File: src/rtl/srwp_pkg.sv
package srwp_pkg;

    localparam int STS_W       = 8;
    localparam int BP_W        = 3;
    localparam int MAX_FRAC    = 5;
    localparam int SR_DATA_BITS = 8;

    localparam int BIT_PEN = 7;
    localparam int BIT_BPH = 4;
    localparam int BIT_BPL = 2;
    localparam int BIT_WEL = 1;

    typedef enum logic [BP_W-1:0] {
        BPC_NONE = 3'd0,
        BPC_F32  = 3'd1,
        BPC_F16  = 3'd2,
        BPC_F8   = 3'd3,
        BPC_F4   = 3'd4,
        BPC_F2   = 3'd5,
        BPC_ALL6 = 3'd6,
        BPC_ALL7 = 3'd7
    } bp_code_e;

    typedef struct packed {
        logic     pen;
        bp_code_e bp;
    } keep_bits_t;

    function automatic keep_bits_t fields_from_byte(input logic [STS_W-1:0] b);
        keep_bits_t k;
        k.pen = b[BIT_PEN];
        k.bp  = bp_code_e'(b[BIT_BPH:BIT_BPL]);
        return k;
    endfunction

    function automatic logic [STS_W-1:0] pack_status(input keep_bits_t k, input logic wel);
        logic [STS_W-1:0] s;
        s                  = '0;
        s[BIT_PEN]         = k.pen;
        s[BIT_BPH:BIT_BPL] = k.bp;
        s[BIT_WEL]         = wel;
        return s;
    endfunction

endpackage

File: src/rtl/srwp_wel.sv
module srwp_wel (
    input  logic clk,
    input  logic rst,
    input  logic set_i,
    input  logic clr_i,
    output logic wel_o
);
    always_ff @(posedge clk) begin
        if (rst) begin
            wel_o <= 1'b0;
        end else if (clr_i) begin
            wel_o <= 1'b0;
        end else if (set_i) begin
            wel_o <= 1'b1;
        end
    end
endmodule

File: src/rtl/srwp_keep.sv
module srwp_keep
    import srwp_pkg::*;
(
    input  logic       clk,
    input  logic       rst,
    input  logic       load_i,
    input  keep_bits_t data_i,
    output keep_bits_t bits_o
);
    always_ff @(posedge clk) begin
        if (rst) begin
            bits_o <= '{pen: 1'b0, bp: BPC_NONE};
        end else if (load_i) begin
            bits_o <= data_i;
        end
    end
endmodule

File: src/rtl/srwp_region.sv
module srwp_region
    import srwp_pkg::*;
#(
    parameter int ADDR_W = 20
) (
    input  bp_code_e          bp_i,
    input  logic [ADDR_W-1:0] addr_i,
    output logic              prot_o
);
    logic [MAX_FRAC:1] top_ones;

    for (genvar k = 1; k <= MAX_FRAC; k++) begin : g_frac
        assign top_ones[k] = &addr_i[ADDR_W-1 -: k];
    end

    always_comb begin
        unique case (bp_i)
            BPC_NONE: prot_o = 1'b0;
            BPC_F32:  prot_o = top_ones[5];
            BPC_F16:  prot_o = top_ones[4];
            BPC_F8:   prot_o = top_ones[3];
            BPC_F4:   prot_o = top_ones[2];
            BPC_F2:   prot_o = top_ones[1];
            default:  prot_o = 1'b1;
        endcase
    end

    logic unused_lo;
    assign unused_lo = &{1'b0, addr_i[ADDR_W-MAX_FRAC-1:0]};
endmodule

File: src/rtl/srwp_ctrl.sv
module srwp_ctrl
    import srwp_pkg::*;
#(
    parameter int ADDR_W = 20,
    parameter int CNT_W  = 4
) (
    input  logic              clk,
    input  logic              rst,
    input  logic              soft_rst,
    input  logic              wp_n,
    input  logic              cmd_wren,
    input  logic              cmd_wrdi,
    input  logic              cmd_rdsr,
    input  logic              sr_wr_end,
    input  logic [CNT_W-1:0]  sr_wr_bits,
    input  logic [7:0]        sr_wr_data,
    input  logic              arr_wr_done,
    input  logic [ADDR_W-1:0] arr_addr,
    output logic [7:0]        status,
    output logic              sr_wr_ok,
    output logic              arr_wr_ok
);
    localparam logic [CNT_W-1:0] FULL_CNT = CNT_W'(SR_DATA_BITS);

    logic       wel;
    keep_bits_t keep;
    logic       hw_lock;
    logic       sr_exec;
    logic       wel_set;
    logic       wel_clr;
    logic       addr_prot;

    // combined hardware lock, independent of which condition came first
    assign hw_lock  = keep.pen & ~wp_n;
    assign sr_wr_ok = wel & ~hw_lock;
    assign sr_exec  = sr_wr_end & (sr_wr_bits == FULL_CNT) & sr_wr_ok & ~soft_rst;

    assign wel_set = cmd_wren & ~soft_rst;
    assign wel_clr = soft_rst | cmd_wrdi | sr_exec | arr_wr_done;

    srwp_wel u_wel (
        .clk   (clk),
        .rst   (rst),
        .set_i (wel_set),
        .clr_i (wel_clr),
        .wel_o (wel)
    );

    srwp_keep u_keep (
        .clk    (clk),
        .rst    (rst),
        .load_i (sr_exec),
        .data_i (fields_from_byte(sr_wr_data)),
        .bits_o (keep)
    );

    srwp_region #(.ADDR_W(ADDR_W)) u_region (
        .bp_i   (keep.bp),
        .addr_i (arr_addr),
        .prot_o (addr_prot)
    );

    assign arr_wr_ok = wel & ~addr_prot;
    assign status    = pack_status(keep, wel);

    logic unused_in;
    assign unused_in = &{1'b0, cmd_rdsr, sr_wr_data[6:5], sr_wr_data[1:0]};
endmodule

File: config.mk
export PLATFORM = sky130hd
export DESIGN_NAME = srwp_ctrl
export DESIGN_NICKNAME = d
export VERILOG_FILES = /design/src/rtl/srwp_pkg.sv /design/src/rtl/srwp_wel.sv /design/src/rtl/srwp_keep.sv /design/src/rtl/srwp_region.sv /design/src/rtl/srwp_ctrl.sv
export SDC_FILE = /design/constraint.sdc
export NUM_CORES = 1
export LEC_CHECK = 0
export BUFFER_PORTS_ARGS = -buffer_cell sky130_fd_sc_hd__buf_2
export CORE_AREA = 2 2 39 41
export CTS_CLUSTER_SIZE = 10
export DETAILED_ROUTE_END_ITERATION = 10
export DIE_AREA = 0 0 41 43
export GPL_TIMING_DRIVEN = 0
export PLACE_DENSITY_LB_ADDON = 0.1
export SETUP_SLACK_MARGIN = 0.4
export SYNTH_ARGS = -nofsm -noshare
export SYNTH_HDL_FRONTEND = slang
export SYNTH_SLANG_ARGS = --single-unit
export TNS_END_PERCENT = 50
File: constraint.sdc
create_clock -name clk -period 2.1 [get_ports clk]
set_clock_uncertainty 0.05 [all_clocks]
set_input_delay 0.21 -clock clk [delete_from_list [all_inputs] [get_ports clk]]
set_output_delay 0.21 -clock clk [all_outputs]
set_load 0.02 [all_outputs]
==> out/results.ini <==
[run_status]
outcome=finished, final reports clean

[clocking]
cts_num_sinks=5
hold_buffers=0
clk_latency_ps=240
clk_pin_slew_ps=40
cts_setup_buffers=0
h-tree-depth=1
cts_buffers=3
cts_max_path_buffers=2
ctsResizeCount=0
cts_tree=yes
cts-root-buf=clkbuf_4

[floorplanning]
ioPinCount=51
floorplan.rows=14
die_area_sq_um=1760
die_x_um=41
core_area_sq_um=1380
start_util=0.245
fp.dieH_um=43

[grt]
grt_pass1_vias=320
grt_pass1_wl_mm=1.21
grt_busiest_layer=met2
met2_usage=0.166
grt_max_degree=10
grtUsageMet3=0.0157
met1_usage=0.113
antenna_found_initial=0
grt_usage=0.103
grt_overflow_total=0

[worst_setup_path]
cp_slowest_cell=or4b_4
critPathRequiredTime_ps=2220
startpoint_type=primary input
critical_path.cell_chain=buf_2 > or4b_4 > a2111oi_4 > mux2i_1
worstSetupPathType=primary input to register
critPathMaxFanout=5
r2r_setup_slack_ps=850
cp.arrival_ps=1600
endpoint_kind=register
r2r_end=u_keep.bits_o[2]
rr_startpoint=u_wel.wel_o
ff2ff_path_depth=3
slowest_delay_ps=540

[yosys]
syn_area_sq_um=339
yosys_warnings=0
syn_avg_cell_area_sq_um=8.92
synth_seq_cells=5
synthCells=38
synth_cell_types=16
yosysSeqAreaShare=0.295

[finish]
final_cells=87
area_delta_synth_final_pct=55.7
fin_nets=113
mostFrequentLayoutCell=buf_2
final_cell_mix=27 x buf_2, 9 x nand2b_1, 5 x dfxtp_1, 4 x mux2i_1, 4 x buf_4
diodes=0
utilization=0.382
drive_gt1_frac=0.507

[power]
p_sw_frac=0.233
p_leak_nw=0.253
finalPower_mw=0.250
pwr-share-clk=0.442
p_switching_mw=0.0582
p_int_mw=0.192
pwr-share-seq=0.384
pwr-share-comb=0.174
cellPowerDensity_nw_per_um2=473
ir_drop_mv=0.231

[timing]
clock.fmax_mhz=677
finalHoldViolCount=0
setup_tns_ps=0
rsz0062_at_grt=false
worst_pin_slew_ps=525
slew_headroom=0.650
finalSetupViolCount=0
finalCriticalPeriod_ps=1480
final.period_utilization=0.704
slew_viol_final=0

[min_path]
hp-start=cmd_wren
whs_path_depth=3
hold_class=primary input to register
worstHoldEndpoint=u_wel.wel_o

[placement]
finalWeightedCongestion=0.645
place_inst=83
dp_hpwl_um=665
numPortBuffers=27

[routing]
drtAntennaViolNets=0
route.vias.total=349
drc=0
via_per_inst=4.01
wl_per_cell_um=9.28
drt_iter0_markers=2
dr.pass1.iters=2
drt-total-wl_um=807

[flow_run]
max_cap_viol_count=0

## state kept, by name (all words and copies together) (netlist names)
signal,count
u_keep.bits_o,4
u_wel.wel_o,1
## critical path: cells and delay by family
kind,cells,cell delay [ps]
compound gates,1,510
buf+inv,1,100
mux,1,230
simple gates,1,540
## worst max path at each step
stage | start | end | cells after the start
floorplan | soft_rst | u_keep.bits_o[0] | 3
global placement | soft_rst | u_keep.bits_o[1] | 4
detailed placement | soft_rst | u_keep.bits_o[2] | 4
CTS | soft_rst | u_keep.bits_o[2] | 4
global route | soft_rst | u_keep.bits_o[3] | 4
finish | soft_rst | u_keep.bits_o[2] | 4
## routing by layer
metal,part of all wire,wire [um],up-vias
met1,0.42,335,142
met5,0,0,-
li1,-,-,191
met2,0.49,395,16
met4,0,0,0
met3,0.095,77,0
## power by group through the flow
stage | registers [mW] | clock network, mW | logic (mW)
6_report | 0.0960 | 0.110 | 0.0435
5_1_grt | 0.0958 | 0.124 | 0.0487
3_3_place_gp | 0.0977 | 0 | 0.0434
4_1_cts | 0.0959 | 0.118 | 0.0438
3_5_place_dp | 0.0977 | 0 | 0.0438
2_1_floorplan | 0.0976 | 0 | 0.0219
## Yosys cell counts
master | number | area share
nor4_1 | 1 | 0.018
dfxtp_1 | 5 | 0.30
o21ai_0 | 2 | 0.030
inv_1 | 2 | 0.022
nand3_1 | 1 | 0.015
nand3b_1 | 1 | 0.022
or4b_4 | 1 | 0.041
mux2i_1 | 4 | 0.12
nor3_1 | 1 | 0.015
buf_4 | 4 | 0.089
nand2b_1 | 9 | 0.17
conb_1 | 1 | 0.011
nor2_1 | 1 | 0.011
a21oi_1 | 3 | 0.044
o31ai_1 | 1 | 0.022
a2111oi_4 | 1 | 0.081
## metrics by stage
step                instance area [sq um]  hold WS, ps  setup WS [ps]
finish                                528          154            623
global route                          528          186            537
CTS                                   528          151            613
detailed placement                    502          406            350
global placement                      502          400            357
floorplan                             347          312            583
## logic make-up (layout without fill, tap and decap cells)
logic type,Yosys count,count (layout),share of synthesized area
compound gates,7,7,0.177
buf+inv,6,37,0.111
flops,5,5,0.295
mux,4,4,0.118
other cells,1,3,0.0111
simple gates,15,15,0.288
## area by class of cell
cell class	instances	area, sq um
clock buffer	4	26.3
multi-input combinational	29	209
inverter	2	7.51
tap	16	20.0
fill	156	856
buffer	4	30.0
sequential	5	100
timing repair buffer	27	135
Power figures use the tool's default switching activity.
